**src/rtl/wtok_pkg.sv**
```systemverilog
package wtok_pkg;

  // Next position on the fixed token ring.
  function automatic int ring_after(int idx, int n);
    return (idx + 1 >= n) ? 0 : idx + 1;
  endfunction

  // A queue can take one more flit when stored plus in-flight stays below depth.
  function automatic bit slot_free(int stored, bit in_flight, int depth);
    return (stored + int'(in_flight)) < depth;
  endfunction

endpackage

```
**src/rtl/wtok_token_ring.sv**
```systemverilog
module wtok_token_ring #(
  parameter int NUM_HUBS = 4,
  parameter int IDX_W    = 2
) (
  input  logic                clk,
  input  logic                rst_n,
  input  logic                req,
  input  logic                req_head,
  input  logic                req_tail,
  input  logic                dest_ok,
  output logic [IDX_W-1:0]    hold_idx,
  output logic [NUM_HUBS-1:0] hold_oh,
  output logic                grant,
  output logic                pass_evt
);
  logic in_pkt;

  assign grant    = req && dest_ok;
  assign pass_evt = (grant && req_tail) || (!req && !in_pkt);

  always_ff @(posedge clk) begin
    if (!rst_n) begin
      hold_idx <= '0;
      in_pkt   <= 1'b0;
    end else begin
      if (grant) in_pkt <= !req_tail;
      if (pass_evt) hold_idx <= IDX_W'(wtok_pkg::ring_after(int'(hold_idx), NUM_HUBS));
    end
  end

  for (genvar k = 0; k < NUM_HUBS; k++) begin : g_oh
    assign hold_oh[k] = (int'(hold_idx) == k);
  end

  // a single token at all times
  a_r9_one_token: assert property (@(posedge clk) disable iff (!rst_n)
    $countones(hold_oh) == 1);
  // a pass moves the token one ring step
  a_r6_ring_step: assert property (@(posedge clk) disable iff (!rst_n)
    pass_evt |=> hold_idx == IDX_W'(wtok_pkg::ring_after(int'($past(hold_idx)), NUM_HUBS)));
  // mid-packet holder without tail grant keeps the token
  a_r5_keep_mid_pkt: assert property (@(posedge clk) disable iff (!rst_n)
    (in_pkt && !(grant && req_tail)) |=> $stable(hold_idx));
  // a packet opens with a head flit
  a_r5_head_first: assert property (@(posedge clk) disable iff (!rst_n)
    (grant && !in_pkt) |-> req_head);
endmodule

```
**src/rtl/wtok_rx_queue.sv**
```systemverilog
module wtok_rx_queue #(
  parameter int DATA_W = 16,
  parameter int DEPTH  = 8,
  parameter int IDX_W  = 2,
  parameter int HUB_ID = 0
) (
  input  logic              clk,
  input  logic              rst_n,
  input  logic              bus_v,
  input  logic [IDX_W-1:0]  bus_dest,
  input  logic [DATA_W-1:0] bus_data,
  input  logic              bus_tail,
  input  logic              pop,
  output logic              q_valid,
  output logic [DATA_W-1:0] q_data,
  output logic              q_tail,
  output logic              has_room
);
  localparam int PTR_W = (DEPTH > 1) ? $clog2(DEPTH) : 1;
  localparam int CNT_W = $clog2(DEPTH + 1);
  localparam logic [IDX_W-1:0] MY_ADDR = IDX_W'(HUB_ID);

  logic [DATA_W:0]  store [DEPTH];
  logic [PTR_W-1:0] wr_ptr, rd_ptr;
  logic [CNT_W-1:0] count;
  logic             take, deq;

  assign take     = bus_v && (bus_dest == MY_ADDR);
  assign deq      = pop && q_valid;
  assign q_valid  = (count != '0);
  assign q_data   = store[rd_ptr][DATA_W-1:0];
  assign q_tail   = store[rd_ptr][DATA_W];
  assign has_room = wtok_pkg::slot_free(int'(count), take, DEPTH);

  function automatic logic [PTR_W-1:0] bump(logic [PTR_W-1:0] p);
    return (int'(p) == DEPTH - 1) ? '0 : p + 1'b1;
  endfunction

  always_ff @(posedge clk) begin
    if (!rst_n) begin
      wr_ptr <= '0;
      rd_ptr <= '0;
      count  <= '0;
    end else begin
      if (take) begin
        store[wr_ptr] <= {bus_tail, bus_data};
        wr_ptr        <= bump(wr_ptr);
      end
      if (deq) rd_ptr <= bump(rd_ptr);
      count <= count + CNT_W'(take) - CNT_W'(deq);
    end
  end

  // the sender check keeps the queue from overflowing
  a_r8_no_overflow: assert property (@(posedge clk) disable iff (!rst_n)
    take |-> int'(count) < DEPTH);
  // a flit for another hub leaves this queue untouched
  a_r4_foreign_ignored: assert property (@(posedge clk) disable iff (!rst_n)
    (bus_v && bus_dest != MY_ADDR && !deq) |=> $stable(count));
endmodule

```
**src/rtl/wtok_channel.sv**
```systemverilog
module wtok_channel #(
  parameter int NUM_HUBS = 4,
  parameter int DATA_W   = 16,
  parameter int RX_DEPTH = 8,
  parameter int IDX_W    = (NUM_HUBS > 1) ? $clog2(NUM_HUBS) : 1
) (
  input  logic                         clk,
  input  logic                         rst_n,
  input  logic [NUM_HUBS-1:0]          tx_valid,
  input  logic [NUM_HUBS-1:0]          tx_head,
  input  logic [NUM_HUBS-1:0]          tx_tail,
  input  logic [NUM_HUBS*IDX_W-1:0]    tx_dest,
  input  logic [NUM_HUBS*DATA_W-1:0]   tx_data,
  output logic [NUM_HUBS-1:0]          tx_ready,
  output logic [NUM_HUBS-1:0]          token_out,
  output logic                         bus_valid,
  output logic [IDX_W-1:0]             bus_dest,
  output logic [DATA_W-1:0]            bus_data,
  output logic                         bus_tail,
  output logic [NUM_HUBS-1:0]          rx_valid,
  output logic [NUM_HUBS*DATA_W-1:0]   rx_data,
  output logic [NUM_HUBS-1:0]          rx_tail,
  input  logic [NUM_HUBS-1:0]          rx_pop
);
  logic [IDX_W-1:0]    hold_idx;
  logic [NUM_HUBS-1:0] hold_oh;
  logic                grant, pass_evt;
  logic                sel_req, sel_head, sel_tail, sel_ok;
  logic [IDX_W-1:0]    sel_dest;
  logic [DATA_W-1:0]   sel_data;
  logic [NUM_HUBS-1:0] room;
  logic [IDX_W-1:0]    bus_src;

  // Holder's offer, selected by the token index.
  assign sel_req  = tx_valid[hold_idx];
  assign sel_head = tx_head[hold_idx];
  assign sel_tail = tx_tail[hold_idx];
  assign sel_dest = tx_dest[int'(hold_idx)*IDX_W +: IDX_W];
  assign sel_data = tx_data[int'(hold_idx)*DATA_W +: DATA_W];
  assign sel_ok   = (int'(sel_dest) < NUM_HUBS) && room[sel_dest];

  wtok_token_ring #(.NUM_HUBS(NUM_HUBS), .IDX_W(IDX_W)) ring_i (
    .clk(clk), .rst_n(rst_n), .req(sel_req), .req_head(sel_head),
    .req_tail(sel_tail), .dest_ok(sel_ok), .hold_idx(hold_idx),
    .hold_oh(hold_oh), .grant(grant), .pass_evt(pass_evt)
  );

  assign tx_ready  = hold_oh & {NUM_HUBS{grant}};
  assign token_out = hold_oh;

  // One-cycle broadcast medium.
  always_ff @(posedge clk) begin
    if (!rst_n) begin
      bus_valid <= 1'b0;
      bus_dest  <= '0;
      bus_data  <= '0;
      bus_tail  <= 1'b0;
      bus_src   <= '0;
    end else begin
      bus_valid <= grant;
      if (grant) begin
        bus_dest <= sel_dest;
        bus_data <= sel_data;
        bus_tail <= sel_tail;
        bus_src  <= hold_idx;
      end
    end
  end

  for (genvar k = 0; k < NUM_HUBS; k++) begin : g_hub
    wtok_rx_queue #(.DATA_W(DATA_W), .DEPTH(RX_DEPTH), .IDX_W(IDX_W), .HUB_ID(k)) rxq_i (
      .clk(clk), .rst_n(rst_n), .bus_v(bus_valid), .bus_dest(bus_dest),
      .bus_data(bus_data), .bus_tail(bus_tail), .pop(rx_pop[k]),
      .q_valid(rx_valid[k]), .q_data(rx_data[k*DATA_W +: DATA_W]),
      .q_tail(rx_tail[k]), .has_room(room[k])
    );
  end

  // at most one hub is granted per cycle
  a_r2_single_grant: assert property (@(posedge clk) disable iff (!rst_n)
    $onehot0(tx_ready));
  // the bus carries a flit only after a grant
  a_r3_bus_after_grant: assert property (@(posedge clk) disable iff (!rst_n)
    bus_valid |-> $past(grant));
  // a non-tail flit on the bus means its sender still holds the token
  a_r5_sender_holds: assert property (@(posedge clk) disable iff (!rst_n)
    (bus_valid && !bus_tail) |-> hold_idx == bus_src);
endmodule

```
**config.mk**
```make
export PLATFORM = sky130hd
export DESIGN_NAME = wtok_channel
export DESIGN_NICKNAME = d
export VERILOG_FILES = /design/src/rtl/wtok_pkg.sv /design/src/rtl/wtok_token_ring.sv /design/src/rtl/wtok_rx_queue.sv /design/src/rtl/wtok_channel.sv
export SDC_FILE = /design/constraint.sdc
export NUM_CORES = 1
export LEC_CHECK = 0
export BUFFER_PORTS_ARGS = -buffer_cell sky130_fd_sc_hd__clkbuf_2
export CELL_PAD_IN_SITES_DETAIL_PLACEMENT = 1
export CELL_PAD_IN_SITES_GLOBAL_PLACEMENT = 1
export CORE_MARGIN = 5
export CORE_UTILIZATION = 53
export DETAILED_ROUTE_END_ITERATION = 8
export PLACE_DENSITY = 0.85
export SLEW_MARGIN = 30
export SYNTH_ARGS = -nofsm -noshare
export SYNTH_HDL_FRONTEND = slang
export SYNTH_HIERARCHICAL = 1
export SYNTH_SLANG_ARGS = --single-unit
```
**constraint.sdc**
```tcl
create_clock -name clk -period 3.7 [get_ports clk]
set_clock_uncertainty 0.1 [all_clocks]
set_input_delay 0.37 -clock clk [delete_from_list [all_inputs] [get_ports clk]]
set_output_delay 0.37 -clock clk [all_outputs]
set_load 0.02 [all_outputs]
```
# Yosys cells after proc, flatten, opt, wreduce, memory -nomap -nowiden
# Memories as Yosys holds them, arrays and structs flattened. A register that Yosys moved wholly into a read port is not among the register bits.
# Index checks and enable logic that the tools add are counted.
# Widths: inputs -> output; s select.
# word_totals
wordCells	123
in_bits	90
ff_bits	63
out_inout_bits	100
memories	4
ram_bits	544
# op_classes
shift	2
reduce_logical	21
magnitude_cmp	7
addsub	21
n_eq_ne	14
bitwise	1
muxes	35
# mem_list
memory	words	word_bits	read_ports	rd_clocked_by_memory_dff	wr	line_no	text
g_hub[0].rxq_i.store	8	17	1	1	1	wtok_rx_queue.sv:23	logic [DATA_W:0] store [DEPTH];
g_hub[1].rxq_i.store	8	17	1	1	1	wtok_rx_queue.sv:23	
g_hub[2].rxq_i.store	8	17	1	1	1	wtok_rx_queue.sv:23	
g_hub[3].rxq_i.store	8	17	1	1	1	wtok_rx_queue.sv:23	
# op_table
operator	n
$lt 32x5->1 const B	4
$shiftx 64x7->16	1
$mux 3	16
$add 3x1->3 const B	8
$eq 3x1->1 const B	8
$add 4x1->5	4
$add 4x1->4	4
$reduce_bool 4->1	4
$sub 4x1->4	4
$mux 1	15
$logic_and 1x1->1	11
$eq 2x2->1 const B	4
$shiftx 8x4->2	1
$bmux 1 s2	3
$lt 2x3->1 const B	2
$and 4x4->4	1
$eq 2x1->1 const B	2
$logic_not 2->1	2
$add 2x1->3 const B	1
$ge 3x3->1 const B	1
$logic_not 1->1	3
$mux 2	1
$logic_or 1x1->1	1

# Logic depth before layout (Yosys ltp)
# Gate-level depths: netlist of run 1.
# logic_depth
ltp_word	9
ltp_mapped	11

# Modules after synthesis
# The synthesis of run 1 kept the hierarchy.
# modules_own_cells
module	instances	seq_area_each_um2	cells_each	area_each_um2
wtok_rx_queue at g_hub[0].rxq_i	1	4344.2	282	5979.5
wtok_rx_queue at g_hub[1].rxq_i	1	4344.2	284	5979.5
wtok_rx_queue at g_hub[2].rxq_i	1	4344.2	281	5975.7
wtok_rx_queue at g_hub[3].rxq_i	1	4344.2	283	5969.5
wtok_channel	1	400.4	96	1330.0
wtok_token_ring	1	60.1	22	197.7

# Worst setup path after synthesis of run 1
# OpenSTA, ideal clock, no wires.
# synth_path
kind	flip-flop to output port
startpoint	register bus_valid
endpoint	output tx_ready[0]
stages_incl_launch_ff	10
t_arrival_ns	2.526
t_required_ns	3.230
slack_ns	0.704
cell_sequence	dfxtp_1 -> nor3b_2 -> a31o_2 -> a21o_1 -> mux2i_1 -> mux2i_1 -> and2_1 -> clkbuf_1 -> buf_2 -> and2_1
# synth_between
elab_chain_len	7
elab_cells_between_ends	16
cone_classes	4 x add/sub; 4 x order compare; 2 x mux; 1 x bitwise; 5 x reduce/logical
# synth_lines
element	line_no	text
start: declaration	wtok_channel.sv:16	output logic bus_valid,
start signal: assignment	wtok_channel.sv:60	bus_valid <= grant;
$logic_and 1x1->1	wtok_rx_queue.sv:28	assign take = bus_v && (bus_dest == MY_ADDR);
$add 4x1->5	wtok_pkg.sv:10	return (stored + int'(in_flight)) < depth;
$lt 32x5->1	wtok_pkg.sv:10	
named net room[0]	wtok_channel.sv:31	logic [NUM_HUBS-1:0] room;
$bmux 1 s2	wtok_channel.sv:40	assign sel_ok = (int'(sel_dest) < NUM_HUBS) && room[sel_dest];
$mux 1 (implied by the code)	wtok_channel.sv:40	
named net sel_ok	wtok_channel.sv:28	logic sel_req, sel_head, sel_tail, sel_ok;
$logic_and 1x1->1	wtok_token_ring.sv:18	assign grant = req && dest_ok;
named net grant	wtok_channel.sv:27	logic grant, pass_evt;
$and 4x4->4	wtok_channel.sv:48	assign tx_ready = hold_oh & {NUM_HUBS{grant}};
end: declaration	wtok_channel.sv:14	output logic [NUM_HUBS-1:0] tx_ready,
# The timed path passes the listed nets, and every way through them passes these cells. The select of a mux whose other input is x is not followed.

# Final worst setup path of run 1
# layout_path
startpoint	register bus_dest[0]
endpoint	output tx_ready[1]
# layout_between
elab_chain_len	8
elab_cells_between_ends	20
cone_classes	4 x add/sub; 4 x order compare; 3 x eq/ne; 2 x mux; 1 x bitwise; 6 x reduce/logical
# layout_lines
element	line_no	text
start: declaration	wtok_channel.sv:17	output logic [IDX_W-1:0] bus_dest,
start signal: assignment	wtok_channel.sv:62	bus_dest <= sel_dest;
$eq 2x1->1	wtok_rx_queue.sv:28	
$logic_and 1x1->1	wtok_rx_queue.sv:28	
$add 4x1->5	wtok_pkg.sv:10	
$lt 32x5->1	wtok_pkg.sv:10	
named net room[1]	wtok_channel.sv:31	
$bmux 1 s2	wtok_channel.sv:40	
$mux 1 (implied by the code)	wtok_channel.sv:40	
named net sel_ok	wtok_channel.sv:28	
$logic_and 1x1->1	wtok_token_ring.sv:18	
named net grant	wtok_channel.sv:27	
$and 4x4->4	wtok_channel.sv:48	
# The timed path passes the listed nets, and every way through them passes these cells. The select of a mux whose other input is x is not followed.

==> key figures, run 1 <==
Outcome
  – Status: finished clean

Clocking
  – CTS tree: yes
  – Post-CTS Hold Buffers: 0
  – Longest Clk Path Bufs: 3
  – Number of CTS-inserted buffers: 60
  – Clock slew at reported path FFs: about 0.060 ns
  – Clk_lat worst skew: 0.61 ns
  – CTS HTree Levels: 2
  – CTS root buf: clkbuf_16
  – Clock sinks: 619

Synth
  – Yosys warns: 6
  – Post-Syn Area per Cell: about 20 um2
  – Synth Instances: about 1200
  – Syn nets: around 1400
  – Post-Syn Area: 25410 um2

Worst setup path
  – WS Path Type: flip-flop to output port
  – Slowest-stage cell, CP: dfxtp_1
  – FF-to-FF path depth: 10
  – Critical path arrival: roughly 3.0 ns
  – Crit. Startpoint: bus_dest[0]
  – Cell Chain, Critical Path: nand3b_1 > a2111oi_0 > or3_1 > mux2i_1 > mux2i_1 > and2_2 > and2_1 > clkbuf_2
  – Worst setup EP type: output port
  – Worst stage delay on the critical path: 0.50 ns
  – Reg-to-reg slack, setup: slightly below 0.8 ns
  – CP Launch Type: flip-flop
  – Crit-path max FO: 11
  – Delay-heaviest family, CP: simple AND/OR/NAND/NOR gates
  – R2r startpoint: g_hub[0].rxq_i/count[2]
  – FF-to-FF End: g_hub[0].rxq_i/count[2]
  – Worst Path Required: 3.23 ns
  – Most used cell, CP: mux2i_1
  – Worst Path Buf+Inv: 1

Route
  – Routed Antenna Nets: 0
  – DRC Markers: 0
  – Drt first pass iters: 5
  – WL per Instance: 28.75 um
  – Via count: around 13000
  – DR iter-0 viols: 1139
  – DR vias/cell: a little over 6
  – Routed wire length: roughly 63000 um

STA
  – F_max: 288.4 MHz
  – Post-layout min period: ~3.5 ns
  – RSZ-0062 raised after global routing: false
  – Count of final hold-check violations: 0
  – Period utilization: 0.9372
  – Final Slew Violations: 0
  – Setup_tns: 0 ns
  – Final setup vio count: 0
  – Slew @ Worst Pin: 0.9336 ns
  – Slew headroom: 0.3768

Power and ir drop
  – Clk pwr share: 0.309
  – Switching Share: 0.2994
  – NetSw: between 6000 and 7000 uW
  – Leakage power: between 0.01 and 0.015 uW
  – PwrDens: between 600 and 700 nW/um2
  – Gate power share: 0.228
  – Worst IR Drop VDD: about 360 uV
  – Power share of the sequential group: 0.463
  – Int Power: between 10000 and 15000 uW

Run
  – Max-cap violations: 0

Layout
  – Final Net Count: 1649
  – Final Core Density: 0.6184
  – Ant. Diodes: 0
  – Layout cells sized above 1: 0.3235
  – Area growth, synth to finish: 15.72%

Placed design
  – PortBufs: about 190
  – Final GP Congestion: roughly 0.81
  – HPWL Detailed: around 38000 um

Floorplanning
  – IO Pins: 190
  – Die Span X: around 230 um
  – Core Box Area: 47550 um2
  – Cell row count: 80
  – Die ar.: 52420 um2
  – Initial Util: 0.5344
  – Die Ht: roughly 230 um

Worst hold path
  – Worst Hold Class: primary input to flip-flop
  – Hold path start: rx_pop[2]
  – Hold path depth: 3

Global routing
  – Vias in the first global route: 14620
  – Overall routing resource usage: 0.2395
  – Initial antenna violation count: 2
  – First-pass GRT wire length: ~94000 um
  – Largest net degree at the start of global routing: 70
  – Congestion Overflow GR: 0
==> registers in the layout, indices dropped and copies added (netlist names), named ones only <==
register / cells
bus_valid: 1
bus_tail: 1
g_hub.rxq_i/rd_ptr: 12
g_hub.rxq_i/store: 544
bus_data: 16
ring_i/hold_idx: 2
ring_i/in_pkt: 1
g_hub.rxq_i/wr_ptr: 12
g_hub.rxq_i/count: 16
bus_dest: 2
==> layout by cell type, fill, tap and decap left out, drive strengths merged, types with 8 or more instances in the layout <==
master	n
buf	70
nor2b	28
mux4	156
mux2i	53
clkbuf	267
nand2	49
nor2	33
clkinv	22
ha	44
nand3b	8
nor3	9
dfxtp	75
a21boi	9
inv	23
nand2b	14
mux2	68
edfxtp	544
and2	15
==> worst max path at each step <==
stage / to / depth (start not counted)
6_report: tx_ready[1] / 8
5_1_grt: tx_ready[2] / 8
4_1_cts: tx_ready[1] / 8
3_5_place_dp: bus_data[13] / 9
3_3_place_gp: bus_data[12] / 9
2_1_floorplan: tx_ready[0] / 9
==> power by group through the flow <==
| stage | Sequential [uW] | Clock [uW] | Combinational, uW |
|---|---|---|---|
| final | 9350 | 6250 | 4610 |
| after CTS | 9340 | 6350 | 4640 |
| after detailed placement | 9470 | 0 | 4560 |
| after global routing | 9400 | 6700 | 4930 |
| after global placement | 9400 | 0 | 4320 |
| after floorplan | 9310 | 0 | 2860 |
==> worst reg2reg max path, cell delays in order (launching register included) <==
cell	delay, ns
dfxtp_1	0.36
inv_1	0.12
ha_1	0.16
or3b_2	0.53
nand2_2	0.30
xnor2_1	0.17
ha_1	0.22
inv_1	0.07
fa_1	0.38
xnor2_1	0.26
and2_1	0.19
==> area by class of cell <==
| class | instances | area (um2) |
|---|---|---|
| fill | 3990 | 18140 |
| multi-input combinational | 552 | 7187 |
| tap | 615 | 769.5 |
| sequential | 619 | 17850 |
| clock buffer | 82 | 1727 |
| inverter | 23 | 86.33 |
| timing repair buffer | 255 | 1489 |
| clock inverter | 30 | 294.0 |
==> metrics by stage <==
stage	hold WS, ns	power (uW)	cells	setup slack (ns)	area [um2]
floorplan	0.3639	12170	1247	0.7035	25410
global placement	0.3714	13720	2062	0.6561	27350
detailed placement	0.3985	14030	2062	0.3729	27350
CTS	0.06815	20330	2174	0.1584	29380
global route	0.1054	21020	2176	0.02105	29400
finish	0.09069	20200	2176	0.2325	29400
==> per-layer routing <==
layer	track usage	part of all wire	vias up
met5	0	0.00032	-
met4	0.06784	0.024	2
met3	0.04335	0.067	101
met2	0.4099	0.51	558
met1	0.3194	0.40	7006
li1	-	-	5646
==> timing repair <==
action / in CTS / in global routing
resized for setup: 2 / 0
buffers inserted: 0 / 2
setup endpoints to repair: 4 / 2
No activity file was read; power rests on OpenSTA's default activity.
==> inputs of run 2 (changes only) <==
Settings changed: RECOVER_POWER set to 100.
==> key figures, run 2 (synthesized netlist as in run 1, its figures left out) <==
Placed design
  – HPWL Detailed: 37510 um (unchanged)
  – Pre-CTS setup slack: 0.3729 ns (unchanged)
  – PortBufs: 185 (unchanged)
  – Final GP Congestion: 0.8130 (unchanged)
  – Placed cells: 2062 (unchanged)

Power and ir drop
  – Clk pwr share: 0.312 (+0.003)
  – Power share of the sequential group: 0.467 (+0.004)
  – PwrDens: 690.3 nW/um2 (+0.46%)
  – Gate power share: 0.221 (-0.007)
  – Tot Pwr: 20050 uW (-0.77%)
  – Leakage power: 0.009943 uW (-4.5%)
  – NetSw: 6029 uW (-0.33%)
  – Worst IR Drop VDD: 366.4 uV (+0.41%)
  – Int Power: 14020 uW (-0.96%)
  – Switching Share: 0.3007 (+0.001327)

Worst setup path
  – Worst setup EP type: output port
  – CP Launch Type: flip-flop
  – Critical path arrival: 3.07 ns (+0.07 ns)
  – Crit-path max FO: 18 (+7)
  – Worst Path Required: 3.23 ns (about the same)
  – Reg-to-reg slack, setup: 0.27 ns (-0.51 ns)
  – FF-to-FF End: bus_data[11]
  – WS Path Type: flip-flop to output port
  – R2r startpoint: bus_valid
  – FF-to-FF path depth: 10 (unchanged)

Route
  – DR vias/cell: 6.126 (+0.14%)
  – Routed wire length: 62550 um (about the same)
  – DR iter-0 viols: 1137 (-0.18%)
  – Via count: 13330 (+0.14%)
  – WL per Instance: 28.74 um (about the same)
  – DRC Markers: 0 (unchanged)
  – Routed Antenna Nets: 0 (unchanged)
  – Drt first pass iters: 7 (+2)

Clocking
  – Clk_lat worst skew: 0.61 ns (about the same)
  – Clock slew at reported path FFs: 0.06 ns (about the same)
  – CTS root buf: clkbuf_16
  – Clock sinks: 619 (unchanged)
  – Number of CTS-inserted buffers: 60 (unchanged)
  – CTS tree: yes
  – Longest Clk Path Bufs: 3 (unchanged)
  – CTS HTree Levels: 2 (unchanged)
  – Post-CTS Hold Buffers: 0 (unchanged)

Layout
  – Max reg flops: 544 (unchanged)
  – Biggest register: g_hub.rxq_i/store
  – Area growth, synth to finish: 14.30%
  – Ant. Diodes: 0 (unchanged)
  – Final cell count without fillers: 2176 (unchanged)
  – Fill count: 4048 (+1.5%)
  – Layout cells sized above 1: 0.2338 (-0.08969)
  – Top Registers: g_hub.rxq_i/store: 544 flops, bus_data: 16 flops, g_hub.rxq_i/count: 16 flops
  – Final Net Count: 1649 (unchanged)
  – Most frequent cells in the layout: edfxtp_1 (544), clkbuf_1 (127), clkbuf_2 (123)
  – Commonest non-fill, non-tap cell in the layout: edfxtp_1

Worst hold path
  – Hold path start: tx_data[1]
  – Hold endpoint: bus_data[1]
  – Hold path depth: 4 (+1)
  – Worst Hold Class: primary input to flip-flop

STA
  – Final worst slack: 0.1597 ns (-0.07283 ns)
  – Final Slew Violations: 202 (+202)
  – Slew @ Worst Pin: 2.036 ns (+1.103 ns)
  – RSZ-0062 raised after global routing: false
  – Final setup vio count: 0 (unchanged)
  – F_max: 282.5 MHz (-2.1%)
  – Count of final hold-check violations: 0 (unchanged)
  – Period utilization: 0.9568 (+0.01968)
  – Setup_tns: 0 ns (unchanged)
  – Slew headroom: -0.3575 (-0.7343)
  – Post-layout min period: 3.540 ns (+0.07283 ns)

Floorplanning
  – Die Span X: 229.0 um (unchanged)
  – Cell row count: 80 (unchanged)
  – Die ar.: 52420 um2 (unchanged)
  – Core Box Area: 47550 um2 (unchanged)
  – IO Pins: 190 (unchanged)
  – Die Ht: 229.0 um (unchanged)
  – Initial Util: 0.5344 (unchanged)

Global routing
  – Largest net degree at the start of global routing: 70 (unchanged)
  – Overall routing resource usage: 0.2395 (unchanged)
  – Congestion Overflow GR: 0 (unchanged)
  – First-pass GRT wire length: 94490 um (unchanged)
  – Initial antenna violation count: 2 (unchanged)
  – Vias in the first global route: 14620 (unchanged)

Outcome
  – Status: complete, but fails checks
  – Failing checks: capacitance limit, slew limit

Run
  – Max-cap violations: 7 (+7)
==> run 2: cell type report <==
| type | count | area [um2] | area share |
|---|---|---|---|
| tap | 615 | 769.5 | 0.02649 |
| clock buffer | 82 | 1727 | 0.05945 |
| clock inverter | 30 | 294.0 | 0.01012 |
| multi-input combinational | 552 | 7121 | 0.2452 |
| timing repair buffer | 255 | 1205 | 0.04149 |
| sequential | 619 | 17840 | 0.6143 |
| inverter | 23 | 86.33 | 0.002972 |
==> run 2: metal layers <==
layer	vias up	global-route usage	part of all wire
met1	6957	0.3194	0.39
met3	104	0.04335	0.073
met2	619	0.4099	0.51
met5	-	0	0.00032
li1	5649	-	-
met4	2	0.06784	0.026
==> run 2: critical path: stages (launching register included) <==
cell      delay (ns)
dfxtp_1         0.99
buf_4           0.37
mux4_1          0.59
mux2_2          0.32
clkbuf_2        0.17
==> run 2: power by group through the flow <==
stage                     combinational (uW)  clock [uW]  sequential (uW)
after floorplan                         2860           0             9310
after global placement                  4320           0             9400
after detailed placement                4560           0             9470
after CTS                               4640        6350             9340
after global routing                    4750        6700             9420
final                                   4430        6250             9370
==> run 2: through the flow <==
stage / hold WS [ns] / util / area [um2]
3_3_place_gp: 0.3714 / 0.5753 / 27350
6_report: 0.1312 / 0.6109 / 29040
2_1_floorplan: 0.3639 / - / 25410
3_5_place_dp: 0.3985 / 0.5753 / 27350
5_1_grt: 0.1372 / 0.6109 / 29040
4_1_cts: 0.06815 / 0.6179 / 29380
==> run 2: what timing repair did <==
action | 4_1_cts | 5_1_grt
gates resized for setup | 2 | 0
buffers inserted | 0 | 2
setup endpoints to repair | 4 | 2
==> run 2: worst max path at each step <==
stage          depth (start not counted)  slack [ns]       from           end
3_3_place_gp                           9        0.66  bus_valid  bus_data[12]
2_1_floorplan                          9        0.70  bus_valid   tx_ready[0]
5_1_grt                                4        0.02  flip-flop   rx_data[51]
3_5_place_dp                           9        0.37  bus_valid  bus_data[13]
6_report                               4        0.16  flip-flop   rx_data[51]
4_1_cts                                8        0.16  bus_valid   tx_ready[1]
==> inputs of run 3 (changes only) <==
Settings changed: BUFFER_PORTS_ARGS -buffer_cell sky130_fd_sc_hd__clkbuf_2 to -buffer_cell sky130_fd_sc_hd__buf_2, GPL_TIMING_DRIVEN set to 0, PLACE_DENSITY 0.85 to unset, PLACE_DENSITY_LB_ADDON set to 0.1.
==> key figures, run 3 (synthesized netlist as in run 1, its figures left out) <==
Floorplanning
  – Cell row count: 80 (unchanged)
  – Die ar.: 52420 um2 (unchanged)
  – Core Box Area: 47550 um2 (unchanged)
  – Initial Util: 0.5344 (unchanged)
  – Die Ht: 229.0 um (unchanged)
  – IO Pins: 190 (unchanged)
  – Die Span X: 229.0 um (unchanged)

Power and ir drop
  – Leakage power: 0.01014 uW (+2.0%)
  – Worst IR Drop VDD: 390.6 uV (+6.6%)
  – PwrDens: 684.2 nW/um2 (-0.88%)

Layout
  – Final Net Count: 1654 (+0.30%)
  – Most frequent cells in the layout: edfxtp_1 (544), buf_2 (168), mux4_1 (105)
  – Area growth, synth to finish: 15.34%
  – Post-Layout Inst Area: 29310 um2 (+0.90%)
  – Biggest register: g_hub.rxq_i/store
  – Area of the multi-input gates: 7182 um2 (+0.86%)
  – FF/Latch Area: 17850 um2 (about the same)
  – Top Registers: g_hub.rxq_i/store: 544 flops, bus_data: 16 flops, g_hub.rxq_i/count: 16 flops
  – Final cell count without fillers: 2181 (+0.23%)
  – Max reg flops: 544 (unchanged)
  – Commonest non-fill, non-tap cell in the layout: edfxtp_1
  – Layout cells sized above 1: 0.2760 (+0.04221)
  – Fill count: 4078 (+0.74%)

Worst setup path
  – WS Path Type: flip-flop to output port
  – Crit. Startpoint: ring_i/hold_idx[0]
  – Critical path arrival: 3.14 ns (+0.07 ns)
  – R2r startpoint: bus_dest[1]
  – Worst setup EP type: output port
  – FF-to-FF path depth: 3 (-7)
  – Crit-path max FO: 10 (-8)
  – Worst Path Required: 3.23 ns (about the same)
  – CP Launch Type: flip-flop

Global routing
  – Congestion Overflow GR: 0 (unchanged)
  – GR Util met1: 0.2993 (-0.02011)
  – Largest net degree at the start of global routing: 35 (-50%)
  – Vias in the first global route: 14130 (-3.4%)
  – Initial antenna violation count: 1 (-1)
  – First-pass GRT wire length: 88650 um (-6.2%)
  – Met3 Use GR: 0.03975 (-0.003602)
  – GRT Max-Usage Layer: met2
  – Overall routing resource usage: 0.2237 (-0.01575)
  – GR Util met2: 0.3818 (-0.02809)

Placed design
  – PortBufs: 185 (unchanged)
  – Placed cell areas: 27510 um2 (+0.59%)
  – Pre-CTS setup slack: -0.07722 ns (-0.4502 ns)
  – Final GP Congestion: 0.7712 (-5.1%)
  – HPWL Detailed: 37060 um (-1.2%)
  – Placed cells: 2066 (+0.19%)

Route
  – Drt first pass iters: 5 (-2)
  – DRC Markers: 0 (unchanged)
  – Routed Antenna Nets: 0 (unchanged)
  – Routed wire length: 58780 um (-6.0%)
  – DR vias/cell: 5.919 (-3.4%)
  – WL per Instance: 26.95 um (-6.2%)
  – DR iter-0 viols: 1015 (-11%)
  – Via count: 12910 (-3.2%)

STA
  – Slew headroom: -0.3501 (+0.007423)
  – Period utilization: 0.9745 (+0.01769)
  – Final Slew Violations: 596 (+200%)
  – Slew @ Worst Pin: 2.018 ns (-0.01859 ns)
  – Final setup vio count: 0 (unchanged)
  – Post-layout min period: 3.606 ns (+0.06546 ns)
  – Count of final hold-check violations: 0 (unchanged)
  – F_max: 277.3 MHz (-1.8%)
  – Final worst slack: 0.09426 ns (-0.06546 ns)

Run
  – Max-cap violations: 26 (+19)

Worst hold path
  – Worst Hold Class: primary input to flip-flop
  – Hold path start: tx_data[10]
  – Hold path depth: 4 (unchanged)

Clocking
  – Longest Clk Path Bufs: 3 (unchanged)
  – CTS root buf: clkbuf_16
  – Number of CTS-inserted buffers: 61 (+1.7%)
  – Clock slew at reported path FFs: 0.06 ns (about the same)
  – CTS tree: yes
  – Clk_lat worst skew: 0.61 ns (about the same)
  – CTS HTree Levels: 2 (unchanged)
  – Clock sinks: 619 (unchanged)

Outcome
  – Failing checks: capacitance limit, slew limit
  – Status: complete, but fails checks
-- run 3: cell types whose count changed in the layout (fill, tap and decap cells not counted), sizes merged --
cell / previous run / this run
buf: 15 / 196
bufinv: 6 / 5
clkbuf: 322 / 150
clkinv: 22 / 19
clkinvlp: 2 / 1
diode: 0 / 1
-- run 3: cell type report --
type / instances / share of cell area
Tap cell: 615 / 0.02626
Multi-Input combinational cell: 552 / 0.2451
Inverter: 23 / 0.002946
Clock inverter: 25 / 0.008496
Antenna cell: 1 / 0.00008539
Clock buffer: 87 / 0.06190
Timing Repair Buffer: 207 / 0.03441
Buffer: 52 / 0.01178
Sequential cell: 619 / 0.6091
-- run 3: final timing paths --
path                                 endpoint  slack (ns)
setup reg to reg  g_hub[1].rxq_i/store[2][15]        0.80
hold reg to reg      g_hub[3].rxq_i/rd_ptr[1]        0.40
hold / removal                   bus_data[10]        0.15
setup / recovery                  tx_ready[3]        0.09
-- run 3: critical path, cell delays in order, from the launching register on --
cell and delay, ns:
dfxtp_1 0.52, buf_6 0.24, mux4_2 0.57, mux2i_1 0.29, and2_2 0.33, buf_4 0.25, and2_1 0.16, buf_2 0.16
-- run 3: what timing repair did --
item / in CTS / in global routing
hold buffers: 0 / 0
setup endpoints to repair: 4 / 4
setup buffers: 1 / 2
resized for setup: 8 / 2
-- run 3: metal layers --
| layer | vias up | part of all wire |
|---|---|---|
| met4 | 0 | 0.027 |
| met3 | 101 | 0.055 |
| li1 | 5677 | - |
| met1 | 6716 | 0.42 |
| met2 | 416 | 0.50 |
| met5 | - | 0 |
-- run 3: through the flow --
| step | utilization | hold WS [ns] | power (uW) | TNS (ns) |
|---|---|---|---|---|
| 3_3_place_gp | 0.5701 | 0.3722 | 13760 | -68.80 |
| 4_1_cts | 0.6225 | 0.06626 | 20310 | 0 |
| 6_report | 0.6164 | 0.1450 | 20050 | 0 |
| 3_5_place_dp | 0.5787 | 0.3905 | 13990 | -0.2318 |
| 2_1_floorplan | - | 0.3639 | 12170 | 0 |
| 5_1_grt | 0.6163 | 0.1420 | 20970 | -0.09690 |
-- run 3: power breakdown --
group	switching, uW	internal [uW]
Clock	2530	3740
Combinational	2220	1890
Sequential	1080	8590
Total	5830	14200
